===== src/rtl/hiccup_pkg.sv =====
package hiccup_pkg;

    typedef enum logic [2:0] {
        ST_RESET_WAIT    = 3'd0,
        ST_CAPTURE       = 3'd1,
        ST_SOFTSTART     = 3'd2,
        ST_RUN           = 3'd3,
        ST_HICCUP_DUMMY1 = 3'd4,
        ST_HICCUP_DUMMY2 = 3'd5,
        ST_SHUTDOWN      = 3'd6
    } seq_state_e;

    typedef struct packed {
        logic gate_en;
        logic ramp_en;
    } drive_t;

    function automatic drive_t drive_of(seq_state_e s);
        drive_t d;
        d.gate_en = (s == ST_SOFTSTART) || (s == ST_RUN);
        d.ramp_en = (s == ST_SOFTSTART);
        return d;
    endfunction

    function automatic int unsigned max3(int unsigned a, int unsigned b, int unsigned c);
        int unsigned m;
        m = (a > b) ? a : b;
        return (m > c) ? m : c;
    endfunction

endpackage


===== src/rtl/hs_sync.sv =====
module hs_sync #(
    parameter int unsigned W      = 2,
    parameter int unsigned STAGES = 2
) (
    input  logic         clk,
    input  logic         rst,
    input  logic [W-1:0] d,
    output logic [W-1:0] q
);
    logic [W-1:0] stg [STAGES];

    always_ff @(posedge clk) begin
        if (rst) begin
            for (int i = 0; i < STAGES; i++) stg[i] <= '0;
        end else begin
            stg[0] <= d;
            for (int i = 1; i < STAGES; i++) stg[i] <= stg[i-1];
        end
    end

    assign q = stg[STAGES-1];
endmodule


===== src/rtl/hs_timer.sv =====
module hs_timer #(
    parameter int unsigned CW = 8
) (
    input  logic          clk,
    input  logic          rst,
    input  logic          clr,
    input  logic [CW-1:0] lim,
    output logic          done
);
    logic [CW-1:0] cnt_q;

    always_ff @(posedge clk) begin
        if (rst || clr) cnt_q <= '0;
        else if (!done) cnt_q <= cnt_q + CW'(1);
    end

    assign done = (cnt_q == lim - CW'(1));

    AST_TMR_BELOW_LIMIT: assert property (@(posedge clk) disable iff (rst)
        cnt_q < lim);
endmodule


===== src/rtl/hs_fsm.sv =====
module hs_fsm
    import hiccup_pkg::*;
#(
    parameter int unsigned POR_CYC = 20,
    parameter int unsigned CAP_CYC = 4,
    parameter int unsigned SS_CYC  = 10,
    parameter int unsigned CW      = 8
) (
    input  logic          clk,
    input  logic          rst,
    input  logic          por_ok,
    input  logic          en_s,
    input  logic          oc_s,
    input  logic          tmr_done,
    output logic          tmr_clr,
    output logic [CW-1:0] tmr_lim,
    output logic          cap_strobe,
    output seq_state_e    state_q
);
    seq_state_e state_d;

    always_comb begin
        state_d = state_q;
        unique case (state_q)
            ST_RESET_WAIT:    if (tmr_done) state_d = ST_CAPTURE;
            ST_CAPTURE:       if (tmr_done) state_d = ST_SOFTSTART;
            ST_SOFTSTART: begin
                if (oc_s)          state_d = ST_HICCUP_DUMMY1;
                else if (tmr_done) state_d = ST_RUN;
            end
            ST_RUN:           if (oc_s) state_d = ST_HICCUP_DUMMY1;
            ST_HICCUP_DUMMY1: if (tmr_done) state_d = ST_HICCUP_DUMMY2;
            ST_HICCUP_DUMMY2: if (tmr_done) state_d = ST_SOFTSTART;
            ST_SHUTDOWN:      if (en_s) state_d = ST_RESET_WAIT;
            default:          state_d = ST_RESET_WAIT;
        endcase
        if (!en_s)   state_d = ST_SHUTDOWN;
        if (!por_ok) state_d = ST_RESET_WAIT;
    end

    always_ff @(posedge clk) begin
        if (rst) state_q <= ST_RESET_WAIT;
        else     state_q <= state_d;
    end

    always_comb begin
        unique case (state_q)
            ST_RESET_WAIT: tmr_lim = CW'(POR_CYC);
            ST_CAPTURE:    tmr_lim = CW'(CAP_CYC);
            default:       tmr_lim = CW'(SS_CYC);
        endcase
    end

    assign tmr_clr    = (state_d != state_q) || !por_ok;
    assign cap_strobe = (state_q == ST_CAPTURE) && tmr_done && por_ok && en_s;

    AST_POR_HOLDS_WAIT: assert property (@(posedge clk) disable iff (rst)
        !por_ok |=> state_q == ST_RESET_WAIT);
    AST_CAPTURE_ENTRY: assert property (@(posedge clk) disable iff (rst)
        (state_q == ST_CAPTURE && $past(state_q) != ST_CAPTURE) |-> $past(state_q) == ST_RESET_WAIT);
    AST_STROBE_SINGLE: assert property (@(posedge clk) disable iff (rst)
        cap_strobe |=> !cap_strobe);
    AST_OC_TRIPS: assert property (@(posedge clk) disable iff (rst)
        (por_ok && en_s && oc_s && (state_q == ST_RUN || state_q == ST_SOFTSTART))
            |=> state_q == ST_HICCUP_DUMMY1);
    AST_DUMMY_ORDER: assert property (@(posedge clk) disable iff (rst)
        (state_q == ST_HICCUP_DUMMY2 && $past(state_q) != ST_HICCUP_DUMMY2)
            |-> $past(state_q) == ST_HICCUP_DUMMY1);
    AST_SS_ENTRY: assert property (@(posedge clk) disable iff (rst)
        (state_q == ST_SOFTSTART && $past(state_q) != ST_SOFTSTART)
            |-> ($past(state_q) == ST_CAPTURE || $past(state_q) == ST_HICCUP_DUMMY2));
    AST_DISABLE_SHUTS: assert property (@(posedge clk) disable iff (rst)
        (por_ok && !en_s) |=> state_q == ST_SHUTDOWN);
endmodule


===== src/rtl/hiccup_seq.sv =====
module hiccup_seq
    import hiccup_pkg::*;
#(
    parameter int unsigned POR_CYC     = 1360000,
    parameter int unsigned CAP_CYC     = 64,
    parameter int unsigned SS_CYC      = 200000,
    parameter int unsigned SYNC_STAGES = 2
) (
    input  logic       clk,
    input  logic       rst,
    input  logic       por_ok,
    input  logic       en_in,
    input  logic       oc_in,
    output logic       gate_en,
    output logic       ramp_en,
    output logic       cap_strobe,
    output logic [2:0] state_o
);
    localparam int unsigned MAX_CYC = max3(POR_CYC, CAP_CYC, SS_CYC);
    localparam int unsigned CW      = $clog2(MAX_CYC + 1);

    logic [1:0]    sync_q;
    logic          tmr_done, tmr_clr;
    logic [CW-1:0] tmr_lim;
    seq_state_e    state;
    drive_t        drv;

    hs_sync #(.W(2), .STAGES(SYNC_STAGES)) u_sync (
        .clk (clk),
        .rst (rst),
        .d   ({en_in, oc_in}),
        .q   (sync_q)
    );

    hs_timer #(.CW(CW)) u_timer (
        .clk  (clk),
        .rst  (rst),
        .clr  (tmr_clr),
        .lim  (tmr_lim),
        .done (tmr_done)
    );

    hs_fsm #(
        .POR_CYC (POR_CYC),
        .CAP_CYC (CAP_CYC),
        .SS_CYC  (SS_CYC),
        .CW      (CW)
    ) u_fsm (
        .clk        (clk),
        .rst        (rst),
        .por_ok     (por_ok),
        .en_s       (sync_q[1]),
        .oc_s       (sync_q[0]),
        .tmr_done   (tmr_done),
        .tmr_clr    (tmr_clr),
        .tmr_lim    (tmr_lim),
        .cap_strobe (cap_strobe),
        .state_q    (state)
    );

    assign drv     = drive_of(state);
    assign gate_en = drv.gate_en;
    assign ramp_en = drv.ramp_en;
    assign state_o = state;
endmodule


===== config.mk =====
export PLATFORM = sky130hd
export DESIGN_NAME = hiccup_seq
export DESIGN_NICKNAME = d
export VERILOG_FILES = /design/src/rtl/hiccup_pkg.sv /design/src/rtl/hs_sync.sv /design/src/rtl/hs_timer.sv /design/src/rtl/hs_fsm.sv /design/src/rtl/hiccup_seq.sv
export SDC_FILE = /design/constraint.sdc
export NUM_CORES = 1
export LEC_CHECK = 0
export CAP_MARGIN = 20
export CORE_MARGIN = 3
export CORE_UTILIZATION = 50
export DETAILED_ROUTE_END_ITERATION = 8
export PLACE_DENSITY = 0.8
export SKIP_CTS_REPAIR_TIMING = 1
export SYNTH_ARGS = -nofsm -noshare
export SYNTH_HDL_FRONTEND = slang
export SYNTH_SLANG_ARGS = --single-unit

===== constraint.sdc =====
create_clock -name clk -period 4.3 [get_ports clk]
set_input_delay 0.86 -clock clk [delete_from_list [all_inputs] [get_ports clk]]
set_output_delay 0.86 -clock clk [all_outputs]
set_load 0.05 [all_outputs]

# Word-level counts from Yosys, hierarchy flattened
# Memories as Yosys holds them, arrays and structs flattened.
# Cells that the tools add are included.
# classes
add_sub_neg	2
n_eq_ne	7
mux	15
n_bitwise	2
reduce_logical	9
# ops
op	n
$pmux 21 s2	1
$mux 3	8
$add 21x1->21 const B	1
$eq 21x21->1	1
$sub 21x1->21 const B	1
$pmux 3 s5	1
$eq 3x2->1 const B	2
$eq 3x3->1 const B	2
$mux 2	2
$eq 3x1->1 const B	1
$logic_and 1x1->1	3
$logic_not 3->1	1
$logic_or 1x1->1	3
$mux 1	3
$ne 3x3->1	1
$or 1x1->1	2
$reduce_or 2->1	1
$logic_not 1->1	1
# word_totals
regBits	24
mem_bits_rw	4
in_bits	5
output_inout_bits	6
wordCells	38
n_memories	1
# memory_table
name	depth	word_bits	rd	rd_ports_with_merged_regs	wr	line_no	rtl
u_sync.stg	2	2	2	0	2	hs_sync.sv:10	logic [W-1:0] stg [STAGES];

# Logic depth before layout (Yosys ltp)
# logic_depth
word_depth	12
depth_mapped	8
mapped_depth_nobuf	6

# By module
# A second synthesis with hierarchy kept.
# hier_totals
cells_unflattened	300
area_unflattened_um2	2387.3
# modules_own_cells
mod	instances	cells_per_inst	area_each_um2	seq_area_each_um2
hs_timer	1	241	1881.8	420.4
hs_fsm	1	47	366.6	60.1
hs_sync	1	10	120.1	80.1
hiccup_seq	1	2	18.8	0.0

# Least setup slack after synthesis
# OpenSTA, ideal clock, no wires.
# synth_timing
kind	register to output
from	reg u_fsm.state_q[1]
to	out cap_strobe
arrival_ns	2.872
required_ns	3.440
setup_slack_ns	0.568
stages_incl_launch_ff	6
n_path_buf	1
cell_sequence	dfxtp_1 clkbuf_1 nor3_1 or3b_4 a211o_1 nor3_1
# synth_between
elab_chain_cells	7
word_cells_on_any_way	8
classes_between	add/sub: 1; eq/ne: 2; mux: 1; reduce/logical: 4
# synth_lines
element	line_no	rtl
start, declared	hs_fsm.sv:18	output seq_state_e state_q
start signal, assigned	hs_fsm.sv:43	else state_q <= state_d;
$eq 3x1->1 / $logic_not 3->1 (equally long branches)	hs_fsm.sv:47, hs_fsm.sv:55	
$pmux 21 s2	hs_fsm.sv:47	unique case (state_q)
$sub 21x1->21	hs_timer.sv:17	assign done = (cnt_q == lim - CW'(1));
$eq 21x21->1	hs_timer.sv:17	
$logic_and 1x1->1 * (3 in series)	hs_fsm.sv:55	assign cap_strobe = (state_q == ST_CAPTURE) && tmr_done && por_ok && en_s;
end, declared	hiccup_seq.sv:16	output logic cap_strobe,
# Mark *: on every way between the ends. The rest lies on a longest branch, timed or not.

# Worst setup path after layout
# layout_timing
from	reg u_timer.cnt_q[0]
to	out cap_strobe
# layout_between
elab_chain_cells	4
# layout_lines
element	line_no	rtl
start, declared	hs_timer.sv:10	logic [CW-1:0] cnt_q;
start signal, assigned	hs_timer.sv:14	else if (!done) cnt_q <= cnt_q + CW'(1);
$eq 21x21->1	hs_timer.sv:17	
$logic_and 1x1->1 (3 in series)	hs_fsm.sv:55	
# Every way passes these cells.

==> key figures <==
Power and ir drop
  – Pwr Density: 252 nW/µm²
  – Comb pwr share: 0.086
  – Power Internal: 310 µW
  – LEAKAGE: 0.500 nW
  – Max VDD drop: 0.264 mV
  – Flop pwr share: 0.655
  – Switching share of power: 0.239
  – P_sw: slightly below 100 µW
  – Clock Power Share: 0.259

Yosys
  – Register area share after synthesis: 0.374
  – Synth top area share: 0.374
  – Register bit total from synthesis: 28
  – Post-synth cell types: 40
  – Mapped Nets: 177
  – Synth Instances: approximately 170
  – Syn Area/Cell: 8.77 µm²
  – Ys Warns: 0
  – Mapped Area: 1500 µm²
  – Synth area leader: dfxtp_1
  – Synth area leaders: dfxtp_1 (37%), nor3_1 (7.3%), xor2_1 (5.3%)

Die
  – Die ar.: about 3700 µm²
  – Area of the core: 2810 µm²
  – Boundary Pins: 11
  – Die width: 60.8 µm
  – Die Y-Extent: 60.8 µm
  – Starting density of the core: 0.535
  – Floorplan row count: 19

Critical path
  – Crit-path cells: ha_1 -> and2_1 -> nand4_1 -> a211o_1 -> nor3_1 -> clkdlybuf4s50_1
  – Setup CP Type: reg2out
  – CP max-delay cell: clkdlybuf4s50_1
  – Worst setup EP type: output port
  – Max incr delay on CP: 0.84 ns
  – Reg2reg setup slack: 2.10 ns
  – CP startpoint kind: register
  – CP Max Fanout: 6
  – Worst path arrival time: 2.84 ns
  – Worst endpoint required time: 3.44 ns

STA
  – Setup Total Neg Slack: 0 ns
  – Final number of hold-violating endpoints: 0
  – Final Setup Violations: 0
  – Unrepaired setup endpoints after global routing: false
  – Worst rel slew slack: 0.596
  – Max-slew violation count: 0
  – Fin crit share: 0.861
  – Minimum clock period: 3.70 ns
  – Final Skew: about 0.013 ns
  – Worst-margin pin slew: 0.604 ns
  – FMAX: 270 MHz

Clock tree
  – Number of H-tree levels: 1
  – Worst-path clk slew: 0.15 ns
  – Max Buffers Root-to-Sink: 2
  – CTS sink cnt: 28
  – Clock Tree Root: clkbuf_4
  – CTS tree: yes
  – Later-pin clock latency in the skew report: 0.33 ns
  – TritonCTS buffer count: 3

Detailed routing
  – Top Layer Used: met4
  – DRT iter0 DRCs: 84
  – Drt pass-1 iters: 4
  – Via count: about 1,300
  – Antenna-violating nets left: 0
  – Metal2 WL: 1500 µm
  – DRC: 0
  – M1 WL: roughly 1500 µm
  – Vias/cell: around 6.2
  – WL/cell: roughly 15 µm
  – WL final: 3080 µm
  – Routed wl met3: 93 µm

Cells and area
  – Most frequent cells in the layout: dfxtp_1 (28), nor3_1 (22), nand4_1 (10), clkdlybuf4s50_1 (10), xor2_1 (9)
  – Ant diodes: 0
  – Post-layout util: 0.575
  – Filler Cell Count: between 200 and 300
  – Layout Nets: 181
  – Register Area: between 500 and 600 µm²
  – Most common cell after layout, fill and taps aside: dfxtp_1
  – Area grow syn2layout: 7.59%
  – Area of the multi-input gates: 870 µm²
  – Layout cell share with drive strength beyond 1: 0.0983

GRT
  – First-pass GRT wire length: 5340 µm
  – Largest net degree at the start of global routing: 22
  – Tot GR Track Use: 0.187
  – Number of global-route vias before repair: 1,241
  – Initial antenna violation count: 0
  – Gr ovfl total: 0

Flow run
  – Max Cap Viol: 0

Placement
  – PortBufs: 10
  – Hpwl dp: 2270 µm
  – GP Congestion: ~0.86

Run status
  – Status: finished, final reports clean

Worst hold path
  – Worst hold path type: reg2reg
==> final timing paths <==
kind,start,end,cells after the start
hold / removal,u_sync.stg[0][1],u_sync.stg[0][3],1
hold reg to reg,u_sync.stg[0][1],u_sync.stg[0][3],1
setup / recovery,u_timer.cnt_q[0],cap_strobe,6
setup reg to reg,u_timer.cnt_q[0],u_timer.cnt_q[17],7
==> cells in the mapped netlist <==
| cell type | instances |
|---|---|
| clkbuf_1 | 7 |
| o2111a_1 | 1 |
| buf_6 | 1 |
| dfxtp_1 | 28 |
| a211oi_2 | 6 |
| nor3_1 | 22 |
| nor2_1 | 5 |
| a31oi_1 | 2 |
| nand2b_1 | 2 |
| o21ai_1 | 6 |
| xor2_1 | 9 |
| and4bb_1 | 1 |
| and3_1 | 7 |
| a211oi_4 | 1 |
| a21oi_1 | 2 |
| and4_1 | 2 |
| nor4_2 | 1 |
| mux2i_1 | 2 |
| nor4_1 | 2 |
| and2_1 | 2 |
| o22ai_1 | 1 |
| nor3b_1 | 1 |
| nand3_1 | 7 |
| inv_1 | 2 |
| nor2b_1 | 7 |
| or3b_4 | 1 |
| nand2_1 | 8 |
| or3_1 | 6 |
| a21oi_2 | 1 |
| o211ai_1 | 1 |
| buf_4 | 2 |
| ha_1 | 1 |
| o21ai_0 | 1 |
| a211o_1 | 2 |
| nor3_2 | 1 |
| buf_2 | 2 |
| or2_2 | 2 |
| a22oi_1 | 1 |
| xnor2_1 | 5 |
| nand4_1 | 10 |
==> critical path: cells and delay by family (launching register included) <==
kind                       cells  cell delay (ns)
AOI/OAI and AO/OA              1             0.35
adders and majority gates      1             0.20
buffers and inverters          1             0.84
DFF                            1             0.43
and+or+nand+nor                3             0.69
==> area by class of cell <==
| class | count | area share |
|---|---|---|
| Sequential cell | 28 | 0.347 |
| Timing Repair Buffer | 11 | 0.0713 |
| Tap cell | 31 | 0.0240 |
| Multi-Input combinational cell | 129 | 0.539 |
| Clock buffer | 3 | 0.0140 |
| Inverter | 2 | 0.00465 |
==> power groups by stage <==
stage                     registers (mW)  logic, mW  clock network, mW
after CTS                          0.267     0.0346              0.109
after global routing               0.267     0.0382              0.123
after global placement             0.272     0.0335                  0
after floorplan                    0.273     0.0226                  0
after detailed placement           0.272     0.0344                  0
final                              0.267     0.0352              0.105
==> flip-flops by register name, summed over array words and instances (netlist names) <==
name and flops:
u_fsm.state_q 3, u_sync.stg 4, u_timer.cnt_q 21
==> kinds of logic (layout without fill, tap and decap cells) <==
family	count (synthesis)	in the layout	synth area share
multiplexers	2	2	0.0133
buffers and inverters	14	16	0.0467
flip-flops	28	28	0.374
XOR/XNOR	14	14	0.0817
adder cells (fa/ha/maj)	1	1	0.00834
AND/OR/NAND/NOR	87	87	0.335
AO/OA/AOI/OAI	25	25	0.141
==> layer usage <==
layer / vias to the layer above / global-route usage
met5: - / 0
met4: 0 / 0.0310
met3: 2 / 0.0383
met2: 16 / 0.318
met1: 609 / 0.249
li1: 631 / -
==> through the flow <==
stage	instances	hold WS, ns	power [mW]	setup slack [ns]	area (µm²)
2_1_floorplan	171	0.414	0.296	0.568	1500
3_3_place_gp	200	0.417	0.306	1.00	1580
3_5_place_dp	200	0.431	0.307	0.959	1580
4_1_cts	203	0.459	0.410	0.584	1600
5_1_grt	204	0.471	0.429	0.442	1610
6_report	204	0.456	0.407	0.596	1610
Power figures use the tool's default switching activity.
